$ cat src/rtl/i2c_ptr_pkg.sv
package i2c_ptr_pkg;

    localparam int BYTE_W = 8;
    localparam int WORD_W = 16;
    localparam int SEL_W  = 2;

    localparam int CTRL_GO_BIT   = 15;
    localparam int CTRL_MODE_BIT = 8;

    typedef enum logic [2:0] {
        ST_IDLE,
        ST_ADDR,
        ST_ADDR_ACK,
        ST_WR,
        ST_WR_ACK,
        ST_RD,
        ST_RD_ACK
    } eng_state_t;

    typedef enum logic [1:0] {
        PH_INDEX,
        PH_HIGH,
        PH_LOW
    } wr_phase_t;

    typedef enum logic [SEL_W-1:0] {
        SEL_RESULT = 2'd0,
        SEL_CTRL   = 2'd1,
        SEL_LIM_LO = 2'd2,
        SEL_LIM_HI = 2'd3
    } reg_sel_t;

    typedef struct packed {
        logic rise;
        logic fall;
        logic start;
        logic stop;
        logic sda;
    } line_ev_t;

    typedef struct packed {
        logic                    valid;
        wr_phase_t               phase;
        logic [BYTE_W-1:0]       data;
    } wr_item_t;

    function automatic logic index_byte_ok(input logic [BYTE_W-1:0] b);
        return (b[BYTE_W-1:SEL_W] == '0);
    endfunction

    function automatic wr_phase_t next_phase(input wr_phase_t p);
        case (p)
            PH_INDEX: return PH_HIGH;
            PH_HIGH:  return PH_LOW;
            default:  return PH_HIGH;
        endcase
    endfunction

endpackage

$ cat src/rtl/i2c_line_events.sv
module i2c_line_events
    import i2c_ptr_pkg::*;
#(
    parameter int SYNC_STAGES = 2
) (
    input  logic     clk,
    input  logic     rst,
    input  logic     scl_i,
    input  logic     sda_i,
    output line_ev_t ev
);

    logic [SYNC_STAGES-1:0] scl_pipe;
    logic [SYNC_STAGES-1:0] sda_pipe;
    logic                   scl_prev;
    logic                   sda_prev;
    logic                   scl_now;
    logic                   sda_now;

    generate
        for (genvar s = 0; s < SYNC_STAGES; s++) begin : g_sync
            if (s == 0) begin : g_first
                always_ff @(posedge clk) begin
                    if (rst) begin
                        scl_pipe[0] <= 1'b1;
                        sda_pipe[0] <= 1'b1;
                    end else begin
                        scl_pipe[0] <= scl_i;
                        sda_pipe[0] <= sda_i;
                    end
                end
            end else begin : g_next
                always_ff @(posedge clk) begin
                    if (rst) begin
                        scl_pipe[s] <= 1'b1;
                        sda_pipe[s] <= 1'b1;
                    end else begin
                        scl_pipe[s] <= scl_pipe[s-1];
                        sda_pipe[s] <= sda_pipe[s-1];
                    end
                end
            end
        end
    endgenerate

    assign scl_now = scl_pipe[SYNC_STAGES-1];
    assign sda_now = sda_pipe[SYNC_STAGES-1];

    always_ff @(posedge clk) begin
        if (rst) begin
            scl_prev <= 1'b1;
            sda_prev <= 1'b1;
        end else begin
            scl_prev <= scl_now;
            sda_prev <= sda_now;
        end
    end

    always_comb begin
        ev.rise  = scl_now & ~scl_prev;
        ev.fall  = ~scl_now & scl_prev;
        ev.start = scl_now & scl_prev & sda_prev & ~sda_now;
        ev.stop  = scl_now & scl_prev & ~sda_prev & sda_now;
        ev.sda   = sda_now;
    end

    a_r1_no_double_edge: assert property (@(posedge clk) disable iff (rst)
        ev.rise |=> !ev.rise);

endmodule

$ cat src/rtl/i2c_byte_fsm.sv
module i2c_byte_fsm
    import i2c_ptr_pkg::*;
#(
    parameter logic [6:0] DEV_ADDR = 7'h48
) (
    input  logic              clk,
    input  logic              rst,
    input  line_ev_t          ev,
    input  logic [WORD_W-1:0] rd_word,
    output wr_item_t          wr,
    output logic              sda_oe
);

    localparam int CNT_W = $clog2(BYTE_W + 1);

    eng_state_t        state;
    logic [CNT_W-1:0]  bit_cnt;
    logic [BYTE_W-1:0] rx_sh;
    logic [BYTE_W-1:0] tx_sh;
    logic [BYTE_W-1:0] low_hold;
    logic              is_read;
    logic              low_next;
    logic              host_nack;
    wr_phase_t         phase;

    always_ff @(posedge clk) begin
        if (rst) begin
            state     <= ST_IDLE;
            bit_cnt   <= '0;
            rx_sh     <= '0;
            tx_sh     <= '0;
            low_hold  <= '0;
            is_read   <= 1'b0;
            low_next  <= 1'b0;
            host_nack <= 1'b1;
            phase     <= PH_INDEX;
            sda_oe    <= 1'b0;
            wr        <= '0;
        end else begin
            wr.valid <= 1'b0;
            if (ev.start) begin
                state   <= ST_ADDR;
                bit_cnt <= '0;
                sda_oe  <= 1'b0;
            end else if (ev.stop) begin
                state  <= ST_IDLE;
                sda_oe <= 1'b0;
            end else begin
                case (state)
                    ST_ADDR: begin
                        if (ev.rise) begin
                            rx_sh   <= {rx_sh[BYTE_W-2:0], ev.sda};
                            bit_cnt <= bit_cnt + 1'b1;
                        end else if (ev.fall && bit_cnt == CNT_W'(BYTE_W)) begin
                            if (rx_sh[BYTE_W-1:1] == DEV_ADDR) begin
                                sda_oe  <= 1'b1;
                                is_read <= rx_sh[0];
                                state   <= ST_ADDR_ACK;
                            end else begin
                                state <= ST_IDLE;
                            end
                        end
                    end
                    ST_ADDR_ACK: begin
                        if (ev.fall) begin
                            bit_cnt <= '0;
                            if (is_read) begin
                                tx_sh    <= rd_word[WORD_W-1:BYTE_W];
                                low_hold <= rd_word[BYTE_W-1:0];
                                low_next <= 1'b1;
                                sda_oe   <= ~rd_word[WORD_W-1];
                                state    <= ST_RD;
                            end else begin
                                sda_oe <= 1'b0;
                                phase  <= PH_INDEX;
                                state  <= ST_WR;
                            end
                        end
                    end
                    ST_WR: begin
                        if (ev.rise) begin
                            rx_sh   <= {rx_sh[BYTE_W-2:0], ev.sda};
                            bit_cnt <= bit_cnt + 1'b1;
                        end else if (ev.fall && bit_cnt == CNT_W'(BYTE_W)) begin
                            sda_oe   <= 1'b1;
                            wr.valid <= 1'b1;
                            wr.data  <= rx_sh;
                            wr.phase <= phase;
                            phase    <= next_phase(phase);
                            state    <= ST_WR_ACK;
                        end
                    end
                    ST_WR_ACK: begin
                        if (ev.fall) begin
                            sda_oe  <= 1'b0;
                            bit_cnt <= '0;
                            state   <= ST_WR;
                        end
                    end
                    ST_RD: begin
                        if (ev.rise) begin
                            bit_cnt <= bit_cnt + 1'b1;
                        end else if (ev.fall) begin
                            if (bit_cnt == CNT_W'(BYTE_W)) begin
                                sda_oe <= 1'b0;
                                state  <= ST_RD_ACK;
                            end else begin
                                tx_sh  <= {tx_sh[BYTE_W-2:0], 1'b0};
                                sda_oe <= ~tx_sh[BYTE_W-2];
                            end
                        end
                    end
                    ST_RD_ACK: begin
                        if (ev.rise) begin
                            host_nack <= ev.sda;
                        end else if (ev.fall) begin
                            if (host_nack) begin
                                state <= ST_IDLE;
                            end else begin
                                bit_cnt <= '0;
                                state   <= ST_RD;
                                if (low_next) begin
                                    tx_sh    <= low_hold;
                                    sda_oe   <= ~low_hold[BYTE_W-1];
                                    low_next <= 1'b0;
                                end else begin
                                    tx_sh    <= rd_word[WORD_W-1:BYTE_W];
                                    low_hold <= rd_word[BYTE_W-1:0];
                                    sda_oe   <= ~rd_word[WORD_W-1];
                                    low_next <= 1'b1;
                                end
                            end
                        end
                    end
                    default: ;
                endcase
            end
        end
    end

    // an idle slave never holds the data line
    a_r1_idle_released: assert property (@(posedge clk) disable iff (rst)
        (state == ST_IDLE) |-> !sda_oe);

    // the host's acknowledge slot is left free
    a_r10_host_ack_free: assert property (@(posedge clk) disable iff (rst)
        (state == ST_RD_ACK) |-> !sda_oe);

    // a delivered byte is followed by an acknowledge
    a_r11_ack_follows_byte: assert property (@(posedge clk) disable iff (rst)
        (wr.valid && !ev.start && !ev.stop) |-> sda_oe);

endmodule

$ cat src/rtl/ptr_reg_bank.sv
module ptr_reg_bank
    import i2c_ptr_pkg::*;
#(
    parameter logic [WORD_W-1:0] CTRL_RESET   = 16'h8583,
    parameter logic [WORD_W-1:0] LIM_LO_RESET = 16'h8000,
    parameter logic [WORD_W-1:0] LIM_HI_RESET = 16'h7FFF
) (
    input  logic              clk,
    input  logic              rst,
    input  wr_item_t          wr,
    input  logic              conv_done,
    input  logic [WORD_W-1:0] conv_result,
    output logic [WORD_W-1:0] rd_word,
    output logic              conv_start
);

    localparam int NUM_LIM = 2;

    reg_sel_t            index_q;
    logic [BYTE_W-1:0]   high_q;
    logic [WORD_W-2:0]   ctrl_q;
    logic [WORD_W-1:0]   result_q;
    logic [WORD_W-1:0]   lim_q [NUM_LIM];
    logic                busy_q;
    logic [WORD_W-1:0]   word_in;
    logic                lim_we [NUM_LIM];

    assign word_in = {high_q, wr.data};

    generate
        for (genvar k = 0; k < NUM_LIM; k++) begin : g_lim
            localparam logic [WORD_W-1:0] RST_V = (k == 0) ? LIM_LO_RESET : LIM_HI_RESET;
            localparam reg_sel_t MY_SEL = (k == 0) ? SEL_LIM_LO : SEL_LIM_HI;
            assign lim_we[k] = wr.valid && wr.phase == PH_LOW && index_q == MY_SEL;
            always_ff @(posedge clk) begin
                if (rst) lim_q[k] <= RST_V;
                else if (lim_we[k]) lim_q[k] <= word_in;
            end
        end
    endgenerate

    always_ff @(posedge clk) begin
        if (rst) begin
            index_q    <= SEL_RESULT;
            high_q     <= '0;
            ctrl_q     <= CTRL_RESET[WORD_W-2:0];
            result_q   <= '0;
            busy_q     <= 1'b0;
            conv_start <= 1'b0;
        end else begin
            conv_start <= 1'b0;
            if (busy_q && conv_done) begin
                result_q <= conv_result;
                busy_q   <= 1'b0;
            end
            if (wr.valid) begin
                case (wr.phase)
                    PH_INDEX: if (index_byte_ok(wr.data)) index_q <= reg_sel_t'(wr.data[SEL_W-1:0]);
                    PH_HIGH:  high_q <= wr.data;
                    default: begin
                        if (index_q == SEL_CTRL) begin
                            ctrl_q <= word_in[WORD_W-2:0];
                            if (word_in[CTRL_GO_BIT] && ctrl_q[CTRL_MODE_BIT] && !busy_q) begin
                                busy_q     <= 1'b1;
                                conv_start <= 1'b1;
                            end
                        end
                    end
                endcase
            end
        end
    end

    always_comb begin
        case (index_q)
            SEL_RESULT: rd_word = result_q;
            SEL_CTRL:   rd_word = {~busy_q, ctrl_q};
            SEL_LIM_LO: rd_word = lim_q[0];
            default:    rd_word = lim_q[1];
        endcase
    end

    a_r8_single_pulse: assert property (@(posedge clk) disable iff (rst)
        conv_start |=> !conv_start);

    a_r8_status_busy: assert property (@(posedge clk) disable iff (rst)
        (conv_start && !conv_done) |=> (index_q != SEL_CTRL) || !rd_word[CTRL_GO_BIT]);

    a_r9_done_frees: assert property (@(posedge clk) disable iff (rst)
        (busy_q && conv_done) |=> !busy_q);

    a_r6_result_hold: assert property (@(posedge clk) disable iff (rst)
        !(busy_q && conv_done) |=> $stable(result_q));

    a_r3_bad_index_kept: assert property (@(posedge clk) disable iff (rst)
        (wr.valid && wr.phase == PH_INDEX && !index_byte_ok(wr.data)) |=> $stable(index_q));

    a_r5_high_no_commit: assert property (@(posedge clk) disable iff (rst)
        (wr.valid && wr.phase == PH_HIGH) |=> ($stable(ctrl_q) && $stable(lim_q[0]) && $stable(lim_q[1])));

endmodule

$ cat src/rtl/i2c_ptr_regslave.sv
module i2c_ptr_regslave
    import i2c_ptr_pkg::*;
#(
    parameter logic [6:0]        DEV_ADDR     = 7'h48,
    parameter int                SYNC_STAGES  = 2,
    parameter logic [WORD_W-1:0] CTRL_RESET   = 16'h8583,
    parameter logic [WORD_W-1:0] LIM_LO_RESET = 16'h8000,
    parameter logic [WORD_W-1:0] LIM_HI_RESET = 16'h7FFF
) (
    input  logic              clk,
    input  logic              rst,
    input  logic              scl_i,
    input  logic              sda_i,
    output logic              sda_oe,
    output logic              conv_start,
    input  logic              conv_done,
    input  logic [WORD_W-1:0] conv_result
);

    line_ev_t          ev;
    wr_item_t          wr;
    logic [WORD_W-1:0] rd_word;

    i2c_line_events #(
        .SYNC_STAGES(SYNC_STAGES)
    ) u_line (
        .clk   (clk),
        .rst   (rst),
        .scl_i (scl_i),
        .sda_i (sda_i),
        .ev    (ev)
    );

    i2c_byte_fsm #(
        .DEV_ADDR(DEV_ADDR)
    ) u_fsm (
        .clk     (clk),
        .rst     (rst),
        .ev      (ev),
        .rd_word (rd_word),
        .wr      (wr),
        .sda_oe  (sda_oe)
    );

    ptr_reg_bank #(
        .CTRL_RESET  (CTRL_RESET),
        .LIM_LO_RESET(LIM_LO_RESET),
        .LIM_HI_RESET(LIM_HI_RESET)
    ) u_bank (
        .clk         (clk),
        .rst         (rst),
        .wr          (wr),
        .conv_done   (conv_done),
        .conv_result (conv_result),
        .rd_word     (rd_word),
        .conv_start  (conv_start)
    );

endmodule

$ cat config.mk
export PLATFORM = sky130hd
export DESIGN_NAME = i2c_ptr_regslave
export DESIGN_NICKNAME = d
export VERILOG_FILES = /design/src/rtl/i2c_ptr_pkg.sv /design/src/rtl/i2c_line_events.sv /design/src/rtl/i2c_byte_fsm.sv /design/src/rtl/ptr_reg_bank.sv /design/src/rtl/i2c_ptr_regslave.sv
export SDC_FILE = /design/constraint.sdc
export NUM_CORES = 1
export LEC_CHECK = 0
export ABC_AREA = 1
export BUFFER_PORTS_ARGS = -buffer_cell sky130_fd_sc_hd__buf_2
export CAP_MARGIN = 5
export CORE_ASPECT_RATIO = 1.5
export CORE_MARGIN = 2
export CORE_UTILIZATION = 41
export DETAILED_ROUTE_END_ITERATION = 8
export GPL_ROUTABILITY_DRIVEN = 1
export MAX_ROUTING_LAYER = met4
export PLACE_DENSITY = 0.63
export REMOVE_ABC_BUFFERS = 1
export SETUP_SLACK_MARGIN = 0.2
export SLEW_MARGIN = 20
export SYNTH_ARGS = -nofsm -noshare
export SYNTH_HDL_FRONTEND = slang
export SYNTH_HIERARCHICAL = 1
export SYNTH_SLANG_ARGS = --single-unit
$ cat constraint.sdc
create_clock -name clk -period 1.92 [get_ports clk]
set_input_delay 0.096 -clock clk [delete_from_list [all_inputs] [get_ports clk]]
set_output_delay 0.096 -clock clk [all_outputs]
set_load 0.02 [all_outputs]
==> results.md, run 1 <==
- Slew HR: 59.9%
- Commonest non-fill, non-tap cell in the layout: nand2_1
- Buffer and inverter count on the worst path: 2
- First-pass GRT wire length: 24300 um
- First-pass DRT Iterations: 5
- FF-to-FF path depth: 10
- Final period demand of the worst path: 1.64 ns
- PnR Total Power: 6.27 mW
- Die W: 101 um
- Met2 usage: 37.9%
- Worst path arrival time: 1.95 ns
- Fin worst setup slack: 0.280 ns
- Post-synth top area cell: dfxtp_1
- ANT nets after route: 0
- Worst slack, placed: 0.0421 ns
- RSZ-0062 raised after global routing: yes
- Clk pin slew, worst setup/hold paths: 0.06 ns
- Final nets: 845
- Max stage delay on crit path: 0.33 ns
- Site Rows: 53
- Die Ht: 150 um
- Seq/Total Area, Yosys: 49.7%
- Antenna violations before repair: 0
- Compound-gate portion of the synthesized area: 11.9%
- CTS Sinks: 128
- Seq cells post-synth: 128
- Status: finished, final reports clean
- Ant. Diodes: 0
- Setup CP Type: reg -> reg
- Critical path's slowest cell: dfxtp_1
- Vias in the first global route: 4939
- Core area: 13900 um2
- Largest family of logic cells by synthesized area: simple AND/OR/NAND/NOR gates
- Largest net degree at the start of global routing: 27
- WL/cell: 14.8 um
- Sum Neg Setup Slack: 0 ns
- Critical path depth: 10
- Synthesized area per cell: 7.65 um2
- Synth area leaders: dfxtp_1 (33%), edfxtp_1 (17%), nand2_1 (12%)
- Startpoint Class: register
- Reg-to-reg startpoint: u_fsm/bit_cnt[0]$_SDFFE_PP0P_
- Fin util: 50.8%
- Max Cap Violations: 0
- Hold slack final: 0.396 ns
- GR Util met3: 4.06%
- LEAKAGE: 2.84 nW
- Pwr per Cell Area: 886 nW/um2
- Share of layout cells above drive strength 1: 15.8%
- Area delta synth->final: 21.9%
- Post-Synth Simple-Gate Area: 30.4%
- Root Driver: clkbuf_16
- Delay-heaviest family, CP: simple AND/OR/NAND/NOR gates
- Gr ovfl total: 0
- VDD IR-drop max: 0.452 mV
- GP Congestion: 1.01
- Crit path to: u_fsm/sda_oe$_SDFFE_PP0P_
- Top cell by count, worst path: nand2_1
- Period Utilization, post-route: 85.4%
- Unique cell type count in the Yosys netlist: 39
- CTS Buf Count: 17
- R2R Setup Slk: 0.28 ns
- FILL cells: 1370
- GRT Total Usage: 21.4%
- Final wirelength: 14800 um
- Clk_lat worst skew: 0.41 ns
- Hold Path Depth: 3
- Clk buf depth: 2
- Post-DR vias/cell: 5.07
- Post-synthesis mux area share: 0%
- Largest fanout on the critical path: 4
- Final setup viols: 0
- Starting Density: 41.7%
- Top-area cell type share of the netlist area: 33.1%
- CP Capture Type: register
- Fmax: 610 MHz
- GR Util met1: 24.0%
- Reg-to-Reg End: u_fsm/sda_oe$_SDFFE_PP0P_
- Final hold vios: 0
- XOR/XNOR Fraction of Synth Area: 0.151%
- CTS tree: built
- Synthesized cell area: 5800 um2
- CP required: 2.23 ns
- Clock Skew: 0.00666 ns
- Adder-Cell Fraction of Synth Area: 0.431%
- Most frequent cells in the layout: nand2_1 (177), nor2_1 (125), dfxtp_1 (91)
- Port Buffers: 22
- Yosys warns: 6
- I/O Pins: 23
- Final Max Tran Viols: 0
- Critical Path, Cell by Cell: inv_1 -> ha_1 -> nand4_1 -> buf_4 -> nand2_1 -> nand2_1 -> a21oi_1 -> nand3_1 -> nand2_1 -> nor2_1
- Die Area: 15100 um2
- Least-Margin Pin Slew: 0.601 ns
- H-tree depth: 4
- Final HPWL DP: 10300 um
- Critical path origin: u_fsm/bit_cnt[0]$_SDFFE_PP0P_
- Via Count: 5069
- Busiest grt layer: met2
- Worst min path class: in -> reg
- Syn Inst Count: 759
- Remaining DRCs: 0
- Initial DRC count: 304
## power by group
group	total (mW)	switching, mW	leakage (nW)	internal [mW]
Combinational	0.293	0.180	1.53	0.113
Sequential	2.80	0.0131	1.04	2.79
Clock	3.18	1.15	0.274	2.03
Total	6.27	1.34	2.84	4.93
## metrics by stage
step | std cells | area (um2)
2_1_floorplan | 734 | 5660
3_3_place_gp | 943 | 6170
3_5_place_dp | 943 | 6170
4_1_cts | 995 | 6960
5_1_grt | 1000 | 7080
6_report | 1000 | 7080
## registers in the layout, summed over array words and instances (netlist names), 2 cells and up
register / flops
u_fsm/phase: 2
u_fsm/low_hold: 8
u_bank/high_q: 8
u_bank/result_q: 16
u_bank/ctrl_q: 15
u_bank/lim_q: 32
u_fsm/rx_sh: 8
u_fsm/bit_cnt: 4
u_fsm/wr: 11
u_bank/index_q: 2
u_fsm/state: 3
u_fsm/tx_sh: 7
## synth_stat cells (all sizes together)
cell / n
o2111ai: 2
a21oi: 42
dfxtp: 96
o211ai: 6
a22oi: 5
edfxtp: 32
inv: 73
clkinv: 2
nand2: 188
a21o: 1
nand3: 30
nand4: 21
clkbuf: 8
ha: 2
xor2: 1
nor2: 142
nor3: 11
or2: 5
nand3b: 2
o21ai: 72
o311ai: 1
buf: 17
## tightest hold or removal path: cells and delay by family
kind	cells	cell delay, ns
simple gates	1	0.07
buf+inv	2	0.61
## layout make-up
type / instances / area [um2] / share of cell area, %
Clock buffer: 21 / 440 / 6.22
Sequential cell: 128 / 2890 / 40.8
Inverter: 75 / 307 / 4.33
Tap cell: 165 / 206 / 2.92
Timing Repair Buffer: 69 / 538 / 7.60
Multi-Input combinational cell: 531 / 2560 / 36.1
Clock inverter: 11 / 140 / 1.98
## cells by family after synthesis
logic type / count (synthesis)
flip-flops: 128
buffers and inverters: 100
XOR/XNOR: 1
AO/OA/AOI/OAI: 129
adder cells (fa/ha/maj): 2
AND/OR/NAND/NOR: 399
## worst min-delay path by stage
stage | from | endpoint
global placement | scl_i | u_line/scl_pipe[0]$_SDFF_PP1_
CTS | scl_i | u_line/scl_pipe[0]$_SDFF_PP1_
finish | sda_i | u_line/sda_pipe[0]$_SDFF_PP1_
global route | sda_i | u_line/sda_pipe[0]$_SDFF_PP1_
detailed placement | scl_i | u_line/scl_pipe[0]$_SDFF_PP1_
floorplan | rst | u_fsm/wr[10]$_SDFF_PP0_
## per-layer routing
metal	wire length, um	part of all wire, %
met4	236	1.6
met3	459	3.1
met5	0	0
met2	7950	54
met1	6140	42
## repair_timing
item,4_1_cts,5_1_grt
hold buffers,20,0
endpoints found under the hold margin,20,0
setup buffers,0,5
pin swaps,0,3
gates resized for setup,4,27
setup endpoints to repair,27,49
No activity file was read; power rests on OpenSTA's default activity.
==> inputs of run 2 (changes only) <==
Settings changed: ABC_AREA 1 to default, SYNTH_HIERARCHICAL 1 to default.
==> run 2 against run 1 <==
Clock skew up 0.0037 ns. Critical path depth down 6. Synthesized area shrank 0.28%. Sequential power hardly changed. Flip-flop and latch count unchanged. Sequential share of layout area fell by 1.0 points. First-iteration DRC count down 19%. Die area fell by 0.27%. Count of clock-buffer cells in the layout fell by 3.
==> results.md, run 2 <==
- ANT nets after route: 0 (unchanged)
- CP required: 2.25 ns (was 2.23 ns)
- CTS Sinks: 128 (unchanged)
- Most used DFF post-synth: dfxtp_1 (unchanged)
- GR Util met1: 21.9% (was 24.0%)
- Site Rows: 53 (unchanged)
- P_int: 5.13 mW (was 4.93 mW)
- Final period demand of the worst path: 1.76 ns (was 1.64 ns)
- CTS tree: built (unchanged)
- Synth area leaders: dfxtp_1 (33%), edfxtp_1 (17%), mux4_2 (6.2%) (was dfxtp_1 (33%), edfxtp_1 (17%), nand2_1 (12%))
- FF-to-FF path depth: 4 (was 10)
- Clock share of power: 53.4% (was 50.7%)
- Fmax: 568 MHz (was 610 MHz)
- Syn Inst Count: 586 (was 759)
- Root Driver: clkbuf_16 (unchanged)
- Starting Density: 41.6% (was 41.7%)
- Busiest grt layer: met2 (unchanged)
- Least-Margin Pin Slew: 0.641 ns (was 0.601 ns)
- Number of synthesized flops with an enable pin: 32 (unchanged)
- Switching pwr: 1.24 mW (was 1.34 mW)
- Port Buffers: 22 (unchanged)
- Max Cap Violations: 0 (unchanged)
- Final nets: 673 (was 845)
- Most frequent cells after synthesis: dfxtp_1 (96), nand2_1 (89), a21oi_1 (62) (was nand2_1 (182), nor2_1 (133), dfxtp_1 (96))
- GP Congestion: 0.893 (was 1.01)
- VDD IR-drop max: 0.493 mV (was 0.452 mV)
- Status: finished, final reports clean (unchanged)
- Synthesized area per cell: 9.88 um2 (was 7.65 um2)
- Clk_lat worst skew: 0.40 ns (was 0.41 ns)
- WL/cell: 17.5 um (was 14.8 um)
- H-tree depth: 4 (unchanged)
- Clk buf depth: 2 (unchanged)
- CTS Buf Count: 17 (unchanged)
- Combinational group share of total power: 3.0% (was 4.7%)
- Remaining DRCs: 0 (unchanged)
- Placed inst area: 6260 um2 (was 6170 um2)
- Hold Path Depth: 3 (unchanged)
- PnR Total Power: 6.37 mW (was 6.27 mW)
- Setup CP Type: reg -> reg (unchanged)
- RSZ-0062 raised after global routing: yes (unchanged)
- Clock Skew: 0.0103 ns (was 0.00666 ns)
- Startpoint Class: register (unchanged)
- Worst min path class: in -> reg (unchanged)
- Unique cell type count in the Yosys netlist: 61 (was 39)
- Final HPWL DP: 10100 um (was 10300 um)
- Seq cells post-synth: 128 (unchanged)
- Via Count: 4703 (was 5069)
- Synthesized cell area: 5790 um2 (was 5800 um2)
- Die W: 101 um (about the same)
- Period Utilization, post-route: 91.8% (was 85.4%)
- Clk pin slew, worst setup/hold paths: 0.06 ns (about the same)
- Share of flip-flops with an asynchronous set or reset: 0% (unchanged)
- Ant. Diodes: 0 (unchanged)
- Sw Ratio: 19.5% (was 21.4%)
- Final setup viols: 0 (unchanged)
- Seq/Total Area, Yosys: 49.8% (was 49.7%)
- I/O Pins: 23 (unchanged)
- First-pass DRT Iterations: 5 (unchanged)
- GR Util met3: 5.09% (was 4.06%)
- GRT Total Usage: 20.7% (was 21.4%)
- Final hold vios: 0 (unchanged)
- Most frequent cells in the layout: nand2_1 (89), dfxtp_1 (87), a21oi_1 (58) (was nand2_1 (177), nor2_1 (125), dfxtp_1 (91))
- Die Area: 15100 um2 (about the same)
- Vias in the first global route: 4637 (was 4939)
- LEAKAGE: 2.57 nW (was 2.84 nW)
- First-pass GRT wire length: 23500 um (was 24300 um)
- Initial DRC count: 247 (was 304)
- Max reg flops: 32 (unchanged)
- Share of layout cells above drive strength 1: 24.9% (was 15.8%)
- Top reg by flops: u_bank.lim_q (was u_bank/lim_q)
- CP Capture Type: register (unchanged)
- Largest fanout on the critical path: 3 (was 4)
- Final instance area: 7280 um2 (was 7080 um2)
- Reg power frac: 43.7% (was 44.7%)
- Yosys warns: 0 (was 6)
- Commonest non-fill, non-tap cell in the layout: nand2_1 (unchanged)
- Final wirelength: 14500 um (was 14800 um)
- Die Ht: 150 um (about the same)
- Core area: 13900 um2 (unchanged)
- Post-synth top area cell: dfxtp_1 (unchanged)
- Gr ovfl total: 0 (unchanged)
- Post-DR vias/cell: 5.68 (was 5.07)
- Met2 usage: 36.3% (was 37.9%)
- Slew HR: 57.2% (was 59.9%)
- Most common cell in the synthesized netlist: dfxtp_1 (was nand2_1)
- Top-area cell type share of the netlist area: 33.2% (was 33.1%)
- Worst path arrival time: 2.10 ns (was 1.95 ns)
- Largest regs: u_bank.lim_q (32), u_bank.result_q (16), u_bank.ctrl_q (15) (was u_bank/lim_q (32), u_bank/result_q (16), u_bank/ctrl_q (15))
- Largest net degree at the start of global routing: 47 (was 27)
- Antenna violations before repair: 0 (unchanged)
- Final Max Tran Viols: 0 (unchanged)
- Pwr per Cell Area: 876 nW/um2 (was 886 nW/um2)
- Area delta synth->final: 25.7% (was 21.9%)
[run 2: changes by cell type after synthesis, sizes merged, moves of 7 or more]
cell,previous run,this run
nor2,142,29
nand2,188,89
o21ai,72,7
inv,73,10
clkbuf,8,30
mux2i,0,21
a21oi,42,62
and2,0,18
nand3,30,13
or3,0,17
mux4,0,16
nand4,21,11
o31ai,0,10
a2111oi,0,7
[run 2: critical path, stage by stage, from the launching register on]
cell     delay (ns)
dfxtp_2        0.31
or4b_4         0.54
or3_1          0.37
or3_1          0.35
a21oi_1        0.12
[run 2: final timing paths]
kind	slack, ns	startpoint	to
setup reg to reg	0.16	u_fsm.rx_sh[2]$_SDFFE_PP0P_	u_fsm.is_read$_SDFFE_PP0P_
hold reg to reg	0.41	u_line.sda_pipe[0]$_SDFF_PP1_	u_line.sda_now$_SDFF_PP1_
setup / recovery	0.16	u_fsm.rx_sh[2]$_SDFFE_PP0P_	u_fsm.is_read$_SDFFE_PP0P_
hold / removal	0.02	conv_done	u_bank.busy_q$_SDFF_PP0_
[run 2: routing by layer]
layer	up-vias	part of all wire (%)	wire (um)
met5	-	0	0
met2	109	54	7860
met3	26	3.7	532
met4	0	2.9	420
li1	2262	-	-
met1	2306	39	5680
[run 2: per-stage QoR]
stage / utilization, % / hold slack, ns / setup WS, ns / cells / TNS (ns)
3_3_place_gp: 44.9 / 0.277 / 0.127 / 768 / 0
3_5_place_dp: 44.9 / 0.282 / 0.0905 / 768 / 0
2_1_floorplan: - / 0.165 / -0.440 / 541 / -22.30
4_1_cts: 51.4 / 0.00106 / 0.133 / 826 / 0
6_report: 52.2 / 0.0195 / 0.158 / 828 / 0
5_1_grt: 52.2 / 0.0221 / 0.117 / 828 / 0
[run 2: layout make-up]
| type | instances | area [um2] |
|---|---|---|
| clock inverter | 14 | 195 |
| inverter | 10 | 37.5 |
| timing repair buffer | 90 | 713 |
| tap | 165 | 206 |
| clock buffer | 18 | 429 |
| multi-input combinational | 403 | 2800 |
| fill | 1244 | 6650 |
| sequential | 128 | 2900 |
[run 2: timing repair]
item                                    CTS  global route
hold buffers                             18             0
endpoints found under the setup margin   16            56
gates resized for setup                  12            26
endpoints found under the hold margin    18             0
setup buffers                             8             2
pin swaps                                 5            11
[run 2: cell families (layout without fill, tap and decap cells)]
logic type      count (synthesis)  after routing  synth area share, %
xor+xnor                        1              1                0.151
fa+ha+maj                       2              2                0.432
compound gates                121            121                 14.4
simple gates                  242            242                 21.4
buf+inv                        55            132                 3.98
mux                            37             37                 9.86
flops                         128            128                 49.8
[run 2: power by group through the flow]
stage	registers [mW]	logic [mW]	clock network [mW]
2_1_floorplan	2.84	0.0510	0
3_3_place_gp	2.84	0.149	0
3_5_place_dp	2.84	0.151	0
4_1_cts	2.78	0.182	3.45
5_1_grt	2.79	0.202	3.57
6_report	2.78	0.188	3.40
